## config.mk

```make
export PLATFORM = sky130hd
export DESIGN_NAME = conv_seq_ctrl
export DESIGN_NICKNAME = d
export VERILOG_FILES = /design/src/rtl/conv_seq_pkg.sv /design/src/rtl/seq_cnt.sv /design/src/rtl/vld_pipe.sv /design/src/rtl/conv_seq_ctrl.sv
export SDC_FILE = /design/constraint.sdc
export NUM_CORES = 1
export LEC_CHECK = 0
export BUFFER_PORTS_ARGS = -buffer_cell sky130_fd_sc_hd__buf_2
export CAP_MARGIN = 0
export CORE_MARGIN = 5
export CORE_UTILIZATION = 35
export DETAILED_ROUTE_END_ITERATION = 8
export PLACE_DENSITY_LB_ADDON = 0.2
export SKIP_LAST_GASP = 1
export SLEW_MARGIN = 20
export SYNTH_ARGS = -nofsm -noshare
export SYNTH_HDL_FRONTEND = slang
export SYNTH_SLANG_ARGS = --single-unit
```

## constraint.sdc

```tcl
create_clock -name clk_i -period 1.5 [get_ports clk_i]
set_input_delay 0.3 -clock clk_i [delete_from_list [all_inputs] [get_ports clk_i]]
set_output_delay 0.3 -clock clk_i [all_outputs]
set_load 0.01 [all_outputs]
```

## src/rtl/conv_seq_pkg.sv

```systemverilog
package conv_seq_pkg;

  typedef enum logic [2:0] {
    ST_IDLE,
    ST_FILL,
    ST_WAIT,
    ST_RUN,
    ST_LAST,
    ST_DRAIN,
    ST_DONE
  } seq_state_e;

  function automatic int max3(input int a, input int b, input int c);
    int m;
    m = (a > b) ? a : b;
    return (m > c) ? m : c;
  endfunction

endpackage

```

## src/rtl/seq_cnt.sv

```systemverilog
module seq_cnt #(
  parameter int CNT_W = 8
) (
  input  logic             clk_i,
  input  logic             rst_ni,
  input  logic             clr_i,
  input  logic             inc_i,
  output logic [CNT_W-1:0] cnt_o
);

  always_ff @(posedge clk_i or negedge rst_ni) begin
    if (!rst_ni)     cnt_o <= '0;
    else if (clr_i)  cnt_o <= '0;
    else if (inc_i)  cnt_o <= cnt_o + 1'b1;
  end

endmodule

```

## src/rtl/vld_pipe.sv

```systemverilog
module vld_pipe #(
  parameter int DEPTH = 4
) (
  input  logic clk_i,
  input  logic rst_ni,
  input  logic vld_i,
  output logic vld_o
);

  logic [DEPTH-1:0] pipe_q;

  generate
    if (DEPTH == 1) begin : g_single
      always_ff @(posedge clk_i or negedge rst_ni) begin
        if (!rst_ni) pipe_q <= '0;
        else         pipe_q <= vld_i;
      end
    end else begin : g_chain
      always_ff @(posedge clk_i or negedge rst_ni) begin
        if (!rst_ni) pipe_q <= '0;
        else         pipe_q <= {pipe_q[DEPTH-2:0], vld_i};
      end
    end
  endgenerate

  assign vld_o = pipe_q[DEPTH-1];

endmodule

```

## src/rtl/conv_seq_ctrl.sv

```systemverilog
module conv_seq_ctrl
  import conv_seq_pkg::*;
#(
  parameter int IMG_W   = 512,
  parameter int IMG_H   = 512,
  parameter int PIX_W   = 8,
  parameter int WORD_W  = 32,
  parameter int RD_LAT  = 2,
  parameter int MAC_LAT = 4
) (
  input  logic clk_i,
  input  logic rst_ni,
  input  logic start_i,
  output logic busy_o,
  output logic rd_en_o,
  output logic shift_en_o,
  output logic mac_vld_o,
  output logic out_vld_o,
  output logic done_o
);

  localparam int LANES      = WORD_W / PIX_W;
  localparam int WPR        = IMG_W / LANES;
  localparam int STEPS      = WPR - 1;
  localparam int ROWS       = IMG_H - 2;
  localparam int FILL_WORDS = 3 * WPR;
  localparam int CNT_MAX    = max3(FILL_WORDS, RD_LAT, MAC_LAT);
  localparam int CNT_W      = $clog2(CNT_MAX + 1);
  localparam int ROW_W      = (ROWS > 1) ? $clog2(ROWS) : 1;
  localparam int RD_TOTAL   = IMG_H * WPR;
  localparam int TALLY_W    = $clog2(RD_TOTAL + 1);

  localparam logic [CNT_W-1:0] FILL_END  = CNT_W'(FILL_WORDS - 1);
  localparam logic [CNT_W-1:0] WAIT_END  = CNT_W'(RD_LAT - 1);
  localparam logic [CNT_W-1:0] RUN_END   = CNT_W'(STEPS - 1);
  localparam logic [CNT_W-1:0] DRAIN_END = CNT_W'(MAC_LAT - 1);
  localparam logic [ROW_W-1:0] ROW_END   = ROW_W'(ROWS - 1);

  seq_state_e       state_q, state_d;
  logic [CNT_W-1:0] step_q;
  logic [ROW_W-1:0] row_q;
  logic             last_row;
  logic             step_clr;
  logic             row_clr, row_inc;

  assign last_row = (row_q == ROW_END);

  always_comb begin
    state_d = state_q;
    unique case (state_q)
      ST_IDLE:  if (start_i)              state_d = ST_FILL;
      ST_FILL:  if (step_q == FILL_END)   state_d = ST_WAIT;
      ST_WAIT:  if (step_q == WAIT_END)   state_d = ST_RUN;
      ST_RUN:   if (step_q == RUN_END)    state_d = ST_LAST;
      ST_LAST:  state_d = last_row ? ST_DRAIN : ST_WAIT;
      ST_DRAIN: if (step_q == DRAIN_END)  state_d = ST_DONE;
      ST_DONE:  state_d = ST_IDLE;
      default:  state_d = ST_IDLE;
    endcase
  end

  always_ff @(posedge clk_i or negedge rst_ni) begin
    if (!rst_ni) state_q <= ST_IDLE;
    else         state_q <= state_d;
  end

  // step counter restarts on every state change
  assign step_clr = (state_d != state_q);
  assign row_clr  = (state_q == ST_IDLE);
  assign row_inc  = (state_q == ST_LAST) && !last_row;

  seq_cnt #(.CNT_W(CNT_W)) i_step_cnt (
    .clk_i  (clk_i),
    .rst_ni (rst_ni),
    .clr_i  (step_clr),
    .inc_i  (1'b1),
    .cnt_o  (step_q)
  );

  seq_cnt #(.CNT_W(ROW_W)) i_row_cnt (
    .clk_i  (clk_i),
    .rst_ni (rst_ni),
    .clr_i  (row_clr),
    .inc_i  (row_inc),
    .cnt_o  (row_q)
  );

  // rolling fetch of the next row overlaps the current row's convolution
  assign rd_en_o    = (state_q == ST_FILL) ||
                      (((state_q == ST_RUN) || (state_q == ST_LAST)) && !last_row);
  assign shift_en_o = (state_q == ST_RUN);
  assign mac_vld_o  = (state_q == ST_RUN);
  assign busy_o     = (state_q != ST_IDLE);
  assign done_o     = (state_q == ST_DONE);

  vld_pipe #(.DEPTH(MAC_LAT)) i_vld_pipe (
    .clk_i  (clk_i),
    .rst_ni (rst_ni),
    .vld_i  (mac_vld_o),
    .vld_o  (out_vld_o)
  );

  // checker state
  logic [CNT_W-1:0]   shift_run_q;
  logic [TALLY_W-1:0] rd_tally_q;

  always_ff @(posedge clk_i or negedge rst_ni) begin
    if (!rst_ni)         shift_run_q <= '0;
    else if (shift_en_o) shift_run_q <= shift_run_q + 1'b1;
    else                 shift_run_q <= '0;
  end

  always_ff @(posedge clk_i or negedge rst_ni) begin
    if (!rst_ni)      rd_tally_q <= '0;
    else if (!busy_o) rd_tally_q <= '0;
    else if (rd_en_o) rd_tally_q <= rd_tally_q + 1'b1;
  end

  AST_FILL_ON_START: assert property (@(posedge clk_i) disable iff (!rst_ni)
    $rose(busy_o) |-> rd_en_o && !shift_en_o && $past(start_i));
  AST_READ_GAP: assert property (@(posedge clk_i) disable iff (!rst_ni)
    $rose(shift_en_o) |-> $past(!rd_en_o && !shift_en_o && busy_o));
  AST_ROW_CAP: assert property (@(posedge clk_i) disable iff (!rst_ni)
    shift_en_o |-> (shift_run_q < RUN_END + 1'b1));
  AST_ROW_FULL: assert property (@(posedge clk_i) disable iff (!rst_ni)
    $fell(shift_en_o) |-> (shift_run_q == CNT_W'(STEPS)));
  AST_READ_TOTAL: assert property (@(posedge clk_i) disable iff (!rst_ni)
    done_o |-> (rd_tally_q == TALLY_W'(RD_TOTAL)));
  AST_OUT_IN_FRAME: assert property (@(posedge clk_i) disable iff (!rst_ni)
    out_vld_o |-> busy_o && !done_o);
  AST_DONE_DRAINED: assert property (@(posedge clk_i) disable iff (!rst_ni)
    done_o |-> !out_vld_o && $past(!out_vld_o));
  AST_DONE_PULSE: assert property (@(posedge clk_i) disable iff (!rst_ni)
    done_o |=> !done_o && !busy_o);
  AST_NO_RESTART: assert property (@(posedge clk_i) disable iff (!rst_ni)
    (busy_o && !done_o) |=> busy_o);

endmodule

```

# == Yosys cells after proc, flatten, opt, wreduce, memory -nomap -nowiden ==
# Cells that the tools add are included.
# word_totals
reg_bits,25
input_bits,3
out_inout_bits,6
wordCells,36
# classes
addsub,2
eq_ne,12
muxes,10
n_reduce_logical,8
# op_table
op,count
two-way mux 9 bit,3
"adder 9 x 1 -> 9 bit, second input constant",2
"equality test 9 bit, second input constant",2
two-way mux 3 bit,6
one-hot mux 3 bit (6 select lines),1
"equality test 3 bit, second input constant",3
"equality test 9 x 1 -> 1 bit, second input constant",1
"equality test 9 x 2 -> 1 bit, second input constant",1
"equality test 9 x 7 -> 1 bit, second input constant",1
"equality test 3 x 2 -> 1 bit, second input constant",2
"equality test 3 x 1 -> 1 bit, second input constant",1
zero test 3 bit,1
!= test 3 bit,1
nonzero test 3 bit,1
logical AND 1 bit,2
logical OR 1 bit,2
nonzero test 2 bit,1
zero test 1 bit,1

# == Depth between registers and ports, before layout ==
# logic_depth
ltp_word,5
mapped_depth,6
ltp_nobuf,6

# == By module ==
# Synthesis repeated with hierarchy kept, for this count alone.
# hier_totals
hier_cells,149
hier_area_um2,1451.4
# modules_own_cells
module,n_inst,cells_each,area_each_um2,seq_area_each_um2
seq_cnt,2,43,459.2,225.2
conv_seq_ctrl,1,59,432.9,75.1
vld_pipe,1,4,100.1,100.1

# == Least setup slack after synthesis ==
# OpenSTA, ideal clock, no wires.
# synth_path
kind,register -> register
from,register i_row_cnt.cnt_o[1]
to,register i_row_cnt.cnt_o[2]
setup_ps,79
arrival_time_ps,1550
required_ps,1421
slack_ps,-129
stages_incl_launch_ff,7
path_buffers,0
period_less_slack_ps,1629
cell_sequence,dfrtp_1 > inv_1 > ha_1 > nand4_1 > o21ai_2 > mux2_2 > mux2i_1
# synth_between
elab_chain_cells,4
word_cells_on_any_way,7
cone_classes,add/sub: 1; eq/ne: 1; mux: 2; reduce/logical: 3
# synth_rtl
element,line_no,source
from (decl),seq_cnt.sv:8,output logic [CNT_W-1:0] cnt_o
from (signal assigned),seq_cnt.sv:14,else if (inc_i) cnt_o <= cnt_o + 1'b1;
"parallel branches: the longest is 4 deep, another holds adder 9 x 1 -> 9 bit",n/a,
# Several ways; the timed one is not identified. The select of a mux whose other input is x is not followed.
# A chain may end at the register's enable or synchronous reset.

# == Worst setup path after layout ==
# layout_path
from,register i_row_cnt.cnt_o[1]
to,output port rd_en_o
# layout_between
elab_chain_cells,4
# layout_rtl
element,line_no,source
equality test 9 bit,conv_seq_ctrl.sv:46,assign last_row = (row_q == ROW_END);
zero test 1 bit,conv_seq_ctrl.sv:90,(((state_q == ST_RUN) || (state_q == ST_LAST)) && !last_row);
logical AND 1 bit,conv_seq_ctrl.sv:90,
logical OR 1 bit,conv_seq_ctrl.sv:89,assign rd_en_o = (state_q == ST_FILL) ||
to (decl),conv_seq_ctrl.sv:15,"output logic rd_en_o,"
# Every way passes these cells.

==> flow_summary_export.csv <==
group,metric,value,unit
outcome,status,"finished with violations",
outcome,violations,"negative setup slack",
timing,setup_slack,-0.326,ns
global_route,met1_usage,0.219,
yosys,synth.top_cell.area_share,0.421,
global_route,grt_usage,0.156,
yosys,synth_seq_area_share,0.421,
placement,portBuffers,8,
yosys,synthTopCellsByArea,"dfrtp_1 42%, a221oi_1 5.3%, ha_1 4.2%",
final_layout,post-route-cell-area,2420,um^2
die,start_util,0.367,
die,die_area,5650,um^2
die,die_h,75.2,um
die,die_w,75.2,um
timing,period_needed,1.83,ns
timing,rsz0062_at_grt,"true",
placement,finalWeightedCongestion,0.863,
detailed_routing,first_pass_iters,4,
yosys,synth-async-reset-ratio,1.00,
final_layout,final_util,0.598,
worst_setup_path,crit_family,"flip-flops",
timing,tightest_slew,0.567,ns
global_route,grt_busiest_layer,"met2",
global_route,grt_pass1_wl,6.74,mm
timing,clock.fmax,548,MHz
final_layout,diodes,0,
worst_setup_path,cp_slowest_cell,"dfrtp_1",
global_route,grt_pass1_vias,1445,
clock_tree,clkTransAtPathRegs,0.09,ns
detailed_routing,wirelength,4.28,mm
final_layout,nNetsFinal,227,
final_layout,syn_to_final_growth,63.0,%
clock_tree,cts_sinks,25,
clock_tree,cts_tree,"yes",
placement,placed_area,1960,um^2
yosys,synth.most_common_cell,"dfrtp_1",
yosys,syn_area_per_cell,10.6,um^2
die,io_pins,9,
worst_setup_path,cp_cell_sequence,"inv_1, ha_2, nand4_1, buf_6, o21ai_4, nand2_1, buf_2",
worst_setup_path,critPathKind,"reg2out",
global_route,overflow,0,
timing,hold_violations,0,
placement,hpwlAfterDp,2.83,mm
timing,setup_viol,25,
timing,slew_violations,0,
detailed_routing,drcViolationCount,0,
worst_setup_path,startpoint_type,"register",
flow_run,max_cap_viol_count,0,
worst_setup_path,arrival,1.53,ns
yosys,synth_common_cells,"25 x dfrtp_1, 9 x a221oi_1, 9 x nand3_1, 8 x nand2_1, 7 x xor2_1",
timing,hold_slack,0.0198,ns
clock_tree,cts_hold_buf,0,
yosys,dominantRegCellSynth,"dfrtp_1",
worst_setup_path,cp_num_buf_inv,3,
global_route,grt_max_degree,26,
pwr,p_per_area,446,nW/um^2
die,placementRows,23,
clock_tree,clk_latency,0.27,ns
global_route,grt_use_met3,0.0280,
global_route,grtUsageMet2,0.247,
global_route,antenna_found_initial,0,
worst_setup_path,crit_required,1.20,ns
worst_setup_path,crit_fanout,2,
yosys,synth_nets,148,
worst_setup_path,cp-end-kind,"output port",
detailed_routing,wl_per_cell,16.0,um
yosys,synth_top_area_cell,"dfrtp_1",
clock_tree,htreeDepth,1,
detailed_routing,initialDrtViolationCount,85,
detailed_routing,via_per_inst,5.43,
yosys,synth_area,1490,um^2
yosys,ys_ff_latch,25,
final_layout,layout-drive-gt1-share,0.587,
yosys,synth.distinct_cells,45,
yosys,synth_edf_count,0,
timing,skew,0.00694,ns
detailed_routing,vias,1455,
die,core_area,4060,um^2
clock_tree,clock_path_buffers,2,
yosys,ys_warn_count,0,
timing,slew_headroom,0.622,
clock_tree,cts_buffers,3,
clock_tree,root_buffer,"clkbuf_8",
pwr,power_leakage,1.07,nW
pwr,peakVddDrop,278,uV
worst_hold_path,min_path_type,"in2async",
timing,tns,-4.99,ns
timing,finalCritPeriodShare,1.22,
detailed_routing,drtAntennaViolNets,0,
yosys,synthCells,140,
worst_setup_path,slowest_delay,0.39,ns
-- worst paths after layout --
check	from	to	slack, ns	depth (start not counted)
max in group asynchronous	rst_ni	state_q[1]$_DFF_PN0_	1.08	1
worst min-delay path	rst_ni	i_row_cnt.cnt_o[8]$_DFFE_PN0P_	0.02	1
worst min register to register	i_vld_pipe.pipe_q[1]$_DFF_PN0_	i_vld_pipe.pipe_q[2]$_DFF_PN0_	0.36	0
worst max-delay path	i_row_cnt.cnt_o[1]$_DFFE_PN0P_	rd_en_o	-0.33	7
worst max register to register	i_row_cnt.cnt_o[1]$_DFFE_PN0P_	i_step_cnt.cnt_o[1]$_DFF_PN0_	-0.27	9
min in group clk_i	i_vld_pipe.pipe_q[1]$_DFF_PN0_	i_vld_pipe.pipe_q[2]$_DFF_PN0_	0.36	0
-- layout make-up --
type                    instances  area, um^2
clock inverters                 1        5.00
flip-flops and latches         25         628
repair buffers                 79         656
multi-input cells             104        1000
clock buffers                   3        41.3
well taps                      50        62.6
fillers                       325        1630
inverters                       6        32.5
-- per-layer routing --
layer,wire length (um),up-vias
li1,-,705
met1,1990,718
met2,2120,30
met3,140,2
met4,21,0
met5,0,-
-- per-stage QoR --
step / worst slack, ns / instances / total power [mW]
final: -0.326 / 268 / 1.08
after global routing: -0.387 / 268 / 1.13
after CTS: -0.349 / 260 / 1.11
after detailed placement: -0.251 / 243 / 0.704
after global placement: -0.200 / 243 / 0.702
after floorplan: -0.124 / 140 / 0.687
-- sequential cells by signal (all words and copies together) (netlist names) --
signal	flops
i_vld_pipe.pipe_q	4
i_row_cnt.cnt_o	9
state_q	3
i_step_cnt.cnt_o	9
-- placed cells by master, fill, tap and decap left out, types with 2 or more instances in the layout --
master	Yosys	layout
buf_6	1	16
xor2_1	7	7
o31ai_1	3	2
inv_1	6	3
o211ai_1	2	2
nand2_2	0	2
nand4_1	6	6
nor2_1	4	3
nand3_1	9	9
or3_1	2	2
and2_1	4	3
or4_1	2	2
o31ai_4	0	2
ha_2	0	2
buf_4	3	58
inv_4	0	2
dfrtp_1	25	23
a221oi_2	0	9
dfrtp_2	0	2
nand2_1	8	6
ha_1	5	2
and4_1	2	2
a31oi_1	2	2
buf_2	1	4
xnor2_1	2	2
o21ai_4	0	2
clkbuf_8	0	3
o21ai_0	4	3
a21oi_2	0	3
-- timing repair --
item                                    in CTS  in global routing
gates resized for setup                     33                 27
gates cloned                                 1                  0
setup buffers                               12                  8
endpoints found under the setup margin      23                 26
pin swaps                                    9                 20
-- where the power goes --
part | switching [mW] | internal [mW]
Sequential | 0 | 0.673
Combinational | 0.0139 | 0.00187
Clock | 0.208 | 0.185
-- kinds of logic (layout without fill, tap and decap cells) --
| family | Yosys count | after routing | synth area share |
|---|---|---|---|
| XOR/XNOR | 9 | 9 | 0.0530 |
| flip-flops | 25 | 25 | 0.421 |
| AO/OA/AOI/OAI | 36 | 36 | 0.204 |
| AND/OR/NAND/NOR | 51 | 51 | 0.218 |
| buffers and inverters | 11 | 89 | 0.0412 |
| adder cells (fa/ha/maj) | 5 | 5 | 0.0421 |
| multiplexers | 3 | 3 | 0.0219 |
Power figures use the tool's default switching activity.
